File: config.mk
export PLATFORM = sky130hd
export DESIGN_NAME = pulse_totalizer
export DESIGN_NICKNAME = d
export VERILOG_FILES = /design/src/rtl/pulse_tot_pkg.sv /design/src/rtl/pte_chan_front.sv /design/src/rtl/pte_popcount.sv /design/src/rtl/pulse_totalizer.sv
export SDC_FILE = /design/constraint.sdc
export NUM_CORES = 1
export LEC_CHECK = 0
export BUFFER_PORTS_ARGS = -buffer_cell sky130_fd_sc_hd__clkbuf_2
export CORE_ASPECT_RATIO = 1.1
export CORE_MARGIN = 1.5
export CORE_UTILIZATION = 40
export DETAILED_ROUTE_END_ITERATION = 8
export HOLD_SLACK_MARGIN = 0.12
export PLACE_DENSITY = 0.73
export RECOVER_POWER = 100
export SLEW_MARGIN = 20
export SYNTH_ARGS = -nofsm -noshare
export SYNTH_HDL_FRONTEND = slang
export SYNTH_SLANG_ARGS = --single-unit
export TNS_END_PERCENT = 20
File: constraint.sdc
create_clock -name clk -period 3.2 [get_ports clk]
set_clock_uncertainty 0.05 [all_clocks]
set_input_delay 0.32 -clock clk [delete_from_list [all_inputs] [get_ports clk]]
set_output_delay 0.32 -clock clk [all_outputs]
set_load 0.1 [all_outputs]
File: src/rtl/pulse_tot_pkg.sv
// Package: shared sizing constants for the pulse totalizer.
// Assumes: consumers derive all widths from these values.
package pulse_tot_pkg;
    localparam int unsigned NUM_CH      = 4;
    localparam int unsigned TOT_W       = 32;
    localparam int unsigned CH_W        = 24;
    localparam int unsigned SYNC_STAGES = 2;
endpackage

File: src/rtl/pte_chan_front.sv
// Module: pte_chan_front
// Brings one asynchronous pulse input into the clock domain and flags
// its rising edges for exactly one cycle.
// Assumes: the input's high and low phases each last several clocks;
// STAGES >= 2. The edge flag is masked until the synchronizer and the
// history register hold real samples, so a level that is already high
// at reset release is not taken as an edge.
module pte_chan_front #(
    parameter int unsigned STAGES = 2
) (
    input  logic clk,
    input  logic rst_n,
    input  logic raw_in,
    output logic rise
);
    logic [STAGES-1:0] sync_q;
    logic              hist_q;
    logic [STAGES:0]   warm_q;

    // Shift the raw level through the synchronizer and history stage.
    always_ff @(posedge clk) begin
        if (!rst_n) begin
            sync_q <= '0;
            hist_q <= 1'b0;
        end else begin
            sync_q <= {sync_q[STAGES-2:0], raw_in};
            hist_q <= sync_q[STAGES-1];
        end
    end

    // Track how many stages hold a real sample since reset release.
    always_ff @(posedge clk) begin
        if (!rst_n) begin
            warm_q <= '0;
        end else begin
            warm_q <= {warm_q[STAGES-1:0], 1'b1};
        end
    end

    // Report a rise only once all stages carry sampled data.
    always_comb begin
        rise = warm_q[STAGES] & sync_q[STAGES-1] & ~hist_q;
    end
endmodule

File: src/rtl/pte_popcount.sv
// Module: pte_popcount
// Counts the set bits of a small vector.
// Assumes: OUT_W is wide enough to hold N.
module pte_popcount #(
    parameter int unsigned N     = 4,
    parameter int unsigned OUT_W = 3
) (
    input  logic [N-1:0]     bits_in,
    output logic [OUT_W-1:0] ones
);
    // Sum the input bits one by one.
    always_comb begin
        ones = '0;
        for (int i = 0; i < N; i++) begin
            ones = ones + OUT_W'(bits_in[i]);
        end
    end
endmodule

File: src/rtl/pulse_totalizer.sv
// Module: pulse_totalizer (top)
// Totals rising edges seen on NUM_CH asynchronous pulse inputs. Each
// cycle the number of channels with a new edge is added to the total,
// so coincident edges are never merged. Optional per-channel counters
// split the same count by channel.
// Assumes: one system clock much faster than any input; synchronous
// active-low reset; clr has priority over counting and drops the edge
// detected in its own cycle.
module pulse_totalizer #(
    parameter int unsigned NUM_CH      = pulse_tot_pkg::NUM_CH,
    parameter int unsigned TOT_W       = pulse_tot_pkg::TOT_W,
    parameter int unsigned CH_W        = pulse_tot_pkg::CH_W,
    parameter int unsigned SYNC_STAGES = pulse_tot_pkg::SYNC_STAGES,
    parameter bit          EN_CH_CNT   = 1'b1,
    localparam int unsigned INC_W      = $clog2(NUM_CH + 1)
) (
    input  logic                   clk,
    input  logic                   rst_n,
    input  logic                   clr,
    input  logic [NUM_CH-1:0]      pulse_in,
    output logic [TOT_W-1:0]       total,
    output logic [NUM_CH*CH_W-1:0] chan_count,
    output logic [INC_W-1:0]       incr
);
    logic [NUM_CH-1:0] rise_vec;
    logic [INC_W-1:0]  edge_sum;

    genvar c;
    generate
        for (c = 0; c < NUM_CH; c++) begin : g_ch
            pte_chan_front #(.STAGES(SYNC_STAGES)) u_front (
                .clk    (clk),
                .rst_n  (rst_n),
                .raw_in (pulse_in[c]),
                .rise   (rise_vec[c])
            );

            if (EN_CH_CNT) begin : g_cnt
                logic [CH_W-1:0] cnt_q;
                // Count this channel's edges; clear and reset zero it.
                always_ff @(posedge clk) begin
                    if (!rst_n || clr) begin
                        cnt_q <= '0;
                    end else if (rise_vec[c]) begin
                        cnt_q <= cnt_q + 1'b1;
                    end
                end
                assign chan_count[c*CH_W +: CH_W] = cnt_q;
            end else begin : g_nocnt
                assign chan_count[c*CH_W +: CH_W] = '0;
            end
        end
    endgenerate

    pte_popcount #(.N(NUM_CH), .OUT_W(INC_W)) u_pop (
        .bits_in (rise_vec),
        .ones    (edge_sum)
    );

    // Present the increment, suppressed in a clear cycle.
    always_comb begin
        incr = clr ? '0 : edge_sum;
    end

    // Accumulate the per-cycle increment into the wrapping total.
    always_ff @(posedge clk) begin
        if (!rst_n || clr) begin
            total <= '0;
        end else begin
            total <= total + {{(TOT_W-INC_W){1'b0}}, incr};
        end
    end
endmodule

# Word-level counts from Yosys, hierarchy flattened
# Cells that the tools add are included.
[totals]
out_inout_bits = 131
regBits = 152
elab_cells = 48
inputBits = 7
[op_classes]
n_reduce_logical = 2
n_bitwise = 12
mux = 5
n_addsub = 8
[ops]
columns = ["op", "n"]
rows = [
  ["$add 24x1->24 const B", 4],
  ["$add 32x3->32", 1],
  ["$and 1x1->1", 8],
  ["$add 3x1->3", 2],
  ["$mux 1", 4],
  ["$not 1->1", 4],
  ["$mux 3", 1],
  ["$add 1x1->2", 1],
  ["$logic_not 1->1", 1],
  ["$logic_or 1x1->1", 1],
]

# Longest topological paths before layout
[logic_depth]
depth_word = 7
mapped_depth = 15
depth_no_buf = 13

# Modules after synthesis
# A second synthesis with hierarchy kept.
[hier_totals]
hier_cells = 741
area_unflattened_um2 = 6620.1
[by_module_without_submodules]
columns = ["module", "area_each_um2", "instances", "seq_area_each_um2", "cells_each"]
rows = [
  ["pulse_totalizer", 5915.7, 1, 2562.5, 685],
  ["pte_chan_front", 160.2, 4, 120.1, 12],
  ["pte_popcount", 63.8, 1, 0.0, 8],
]

# Least setup slack after synthesis
# Ideal clock, no wire load.
[synth_path]
path_kind = "flip-flop to flip-flop"
from = "register g_ch[3].u_front.warm_q[2]"
to = "register total[28]"
synth_period_minus_slack_ps = 4642
setup_ps = 128
t_required_ps = 3022
setup_slack_ps = -1442
path_stages_with_launch = 16
arrival_time_ps = 4465
n_path_buf = 2
path_cell_list = "dfxtp_1 -> and3b_1 -> buf_2 -> ha_1 -> inv_1 -> fa_1 -> inv_1 -> ha_1 -> nor2b_1 -> fa_1 -> a21oi_1 -> or3_1 -> buf_2 -> nor4_2 -> xnor2_1 -> nor2_1"
[synth_between]
elab_chain_cells = 5
[synth_lines]
columns = ["item", "line", "source"]
rows = [
  ["start: declaration", "pte_chan_front.sv:18", "logic [STAGES:0] warm_q;"],
  ["start signal: assignment", "pte_chan_front.sv:36", "warm_q <= {warm_q[STAGES-1:0], 1'b1};"],
  ["$and 1x1->1 (2 in series)", "pte_chan_front.sv:42", "rise = warm_q[STAGES] & sync_q[STAGES-1] & ~hist_q;"],
  ["$add 3x1->3", "pte_popcount.sv:15", "ones = ones + OUT_W'(bits_in[i]);"],
  ["$mux 3", "pulse_totalizer.sv:62", "incr = clr ? '0 : edge_sum;"],
  ["via incr[1]", "pulse_totalizer.sv:23", "output logic [INC_W-1:0] incr"],
  ["$add 32x3->32", "pulse_totalizer.sv:70", "total <= total + {{(TOT_W-INC_W){1'b0}}, incr};"],
  ["end signal: assignment", "pulse_totalizer.sv:70", ""],
  ["end: declaration", "pulse_totalizer.sv:21", "output logic [TOT_W-1:0] total,"],
]
# The timed path passes the listed nets, and every way through them passes these cells.
# A chain may end at the register's enable or synchronous reset.

# Worst setup path in the final report
[layout_path]
from = "register g_ch[3].u_front.warm_q[2]"
to = "register total[31]"
[layout_between]
elab_chain_cells = 5
[layout_lines]
columns = ["item", "line"]
rows = [
  ["$and 1x1->1 (2 in series)", "pte_chan_front.sv:42"],
  ["$add 3x1->3", "pte_popcount.sv:15"],
  ["$mux 3", "pulse_totalizer.sv:62"],
  ["$add 32x3->32", "pulse_totalizer.sv:70"],
]
# Every way passes these cells.

==> impl_metrics.tcl <==
set metrics [dict create \
    dp_hpwl_mm 9.560 \
    fin_crit_ns 3.079 \
    mappedNetlistArea_sq_um 6198 \
    fin_area_sq_um 7818 \
    avgSynthCellArea_sq_um 8.792 \
    worstSetupPathType "reg -> reg" \
    fin_cells 1054 \
    synth_nets 723 \
    first_iter_violations 271 \
    synth_xor_area_share_pct 16.11 \
    synth.top_cells.by_area "dfxtp_1 (46%), xor2_1 (10%), nor2_1 (8.0%)" \
    yosysMostFrequentCell "dfxtp_1" \
    synth_common_cells "dfxtp_1 (143), nor2_1 (132), xor2_1 (74), nand4_1 (48)" \
    p_leak_nw 3.027 \
    hold_path.class "in -> reg" \
    status "completed" \
    wirelength_mm 13.86 \
    syn_inst 705 \
    ir_drop_v 0.0003502 \
    crit_path_end_kind "register" \
    clock-sinks 143 \
    final_nets 864 \
    rsz0062_at_grt "yes" \
    setup_viol 0 \
    cpLargestDelayFamily "adder cells" \
    netlist.area_leader.share_pct 46.18 \
    critical_path_arrival_ns 3.31 \
    post_synth_and_or_nand_nor_area_fraction_pct 30.36 \
    fin_setup_tns_ns 0 \
    die-height_um 133.6 \
    initial_core_util_pct 41.01 \
    drtAntennaViolNets 0 \
    final-hold-violation-count 0 \
    setup.worst_path.start_class "register" \
    ys_seq_area_share_pct 46.18 \
    grt_start_max_net_pins 70 \
    ys.flop_type "dfxtp_1" \
    drc 0 \
    synth_seq_cells 143 \
    fp-row-count 47 \
    dieWidth_um 121.7 \
    synth_edf_count 0 \
    synth-compound-area-share_pct 1.837 \
    numCtsBuffers 17 \
    area_delta_synth_final_pct 26.12 \
    route.vias.total 5268 \
    finalCritPeriodShare_pct 96.23 \
    final_util_pct 51.73 \
    cts_setup_buffers 0 \
    grt_first_pass_wirelength_mm 22.47 \
    cpMaxStageDelayCell "a211o_2" \
    synth_adder_area_share_pct 2.463 \
    path_max_fanout 9 \
    drv_cap 0 \
    clkTransAtPathRegs_ns 0.06 \
    n_fill_cell 1420 \
    cp_num_buf_inv 2 \
    crit_path_max_incr_delay_ns 0.42 \
    crit_required_ns 3.43 \
    grt_pass1_vias 4703 \
    ios 138 \
    grt_usage_pct 17.28 \
    cts_tree "built" \
    dpl_cell_area_sq_um 7167 \
    place_inst 1019 \
    worst_slew_pin_slew_ns 0.7853 \
    relSlewSlack_pct 47.65 \
    synthMuxAreaShare_pct 0.3230 \
    port_buffers 137 \
    max-clock-path-buffers 2 \
    die_area_sq_um 16250 \
    fmax_mhz 324.7 \
    design_power_total_w 0.003819 \
    drive_gt1_share_pct 23.89 \
    ys_warn_count 0 \
    drt_first_pass_iters 4 \
    synth_async_sr_flop_share_pct 0 \
    place.gp.congestion 0.7816 \
    p_per_area_nw_per_um2 488.5 \
    grt-ovfl-total 0 \
    antenna_found_initial 0 \
    synth_top_cell_by_area "dfxtp_1" \
    core_area_sq_um 15110 \
    synth_top_family_by_area "simple AND/OR/NAND/NOR gates" \
    avgRoutedWirePerCell_um 13.15 \
    ys_types 42 \
    vias_per_cell 4.998 \
    h-tree-depth 4 \
    root_buffer "clkbuf_16" \
    final_max_slew_viol_count 0 \
    crit_path_frequent_cell "ha_1" \
    clock_latency_ns 0.42 \
    path_cells "and3b_1 -> ha_4 -> inv_2 -> fa_1 -> inv_1 -> ha_1 -> nor2b_4 -> ha_1 -> nand3_1 -> a211o_2 -> nor3_1 -> xnor2_1 -> nor2_1" \
    diodes 0 \
]
stage by stage:
| stage | hold slack [ns] | worst slack, ns |
|---|---|---|
| after floorplan | 0.2977 | -0.2670 |
| after global placement | 0.3650 | 0.1548 |
| after detailed placement | 0.3727 | 0.05706 |
| after CTS | 0.1594 | 0.02784 |
| after global routing | 0.1888 | -0.1329 |
| final | 0.1628 | 0.1206 |
per-layer routing:
metal / track usage, % / up-vias / part of all wire [%]
li1: - / 2641 / -
met4: 7.908 / 0 / 2.5
met3: 4.580 / 28 / 4.7
met5: 0 / - / 0
met2: 26.68 / 120 / 46
met1: 22.52 / 2479 / 47
power by group:
| group | leakage [nW] | switching (W) | internal, W |
|---|---|---|---|
| logic | 1.58 | 0.0000415 | 0.0000161 |
| registers | 1.15 | 0.00000351 | 0.00179 |
| clock network | 0.288 | 0.000744 | 0.00122 |
| total | 3.03 | 0.000789 | 0.00303 |
repair_timing:
item / CTS / global route
setup endpoints to repair: 0 / 21
resized for setup: 0 / 6
hold buffers: 4 / 0
hold endpoints to repair: 4 / 0
final cells by class:
cell class | instances | area (sq um) | area share, %
clock buffers | 22 | 484.2 | 6.194
clock inverters | 9 | 107.6 | 1.376
inverters | 17 | 63.81 | 0.8163
multi-input cells | 519 | 3269 | 41.82
flip-flops and latches | 143 | 2864 | 36.64
well taps | 196 | 245.2 | 3.137
repair buffers | 148 | 783.3 | 10.02
logic make-up (layout without fill, tap and decap cells):
kind of cell / Yosys count / after routing
mux: 2 / 2
xor+xnor: 114 / 114
flops: 143 / 143
fa+ha+maj: 11 / 11
simple gates: 371 / 371
compound gates: 21 / 21
buf+inv: 43 / 196
state kept, by name, summed over array words and instances, names as in the netlist:
| register | flops |
|---|---|
| g_ch.g_cnt.cnt_q | 96 |
| g_ch.u_front.warm_q | 3 |
| total | 32 |
| g_ch.u_front.hist_q | 4 |
| g_ch.u_front.sync_q | 8 |
cells in the final DEF (no fill, tap or decap), types with 2 or more instances in the layout:
cell,n
nor2b_1,2
nand4_1,48
clkbuf_1,3
nor2_4,2
clkbuf_2,137
nor3_2,9
buf_4,4
clkinv_2,3
xnor2_1,40
o21ai_0,6
ha_4,2
inv_2,3
clkbuf_8,4
nor3_1,13
and2_1,22
clkinvlp_4,2
and3_1,22
clkbuf_16,17
nor2_1,131
and3b_1,2
dfxtp_1,142
nand3_1,45
nor2b_4,2
mux2i_1,2
or3_1,7
bufinv_16,2
dlygate4sd3_1,4
and4_1,4
nand2_1,45
nand4b_1,2
nor4_2,3
a21oi_1,11
ha_1,7
xor2_1,74
inv_1,14
path summary, 6_finish.rpt:
kind,from,to,slack (ns),depth (start not counted)
worst max register to register,g_ch[3].u_front.warm_q[2],total[31],0.12,13
worst min register to register,g_ch[3].u_front.warm_q[0],g_ch[3].u_front.warm_q[1],0.38,1
worst max-delay path,g_ch[3].u_front.warm_q[2],total[31],0.12,13
worst min-delay path,rst_n,g_ch[3].u_front.warm_q[0],0.16,1
Power figures use the tool's default switching activity.
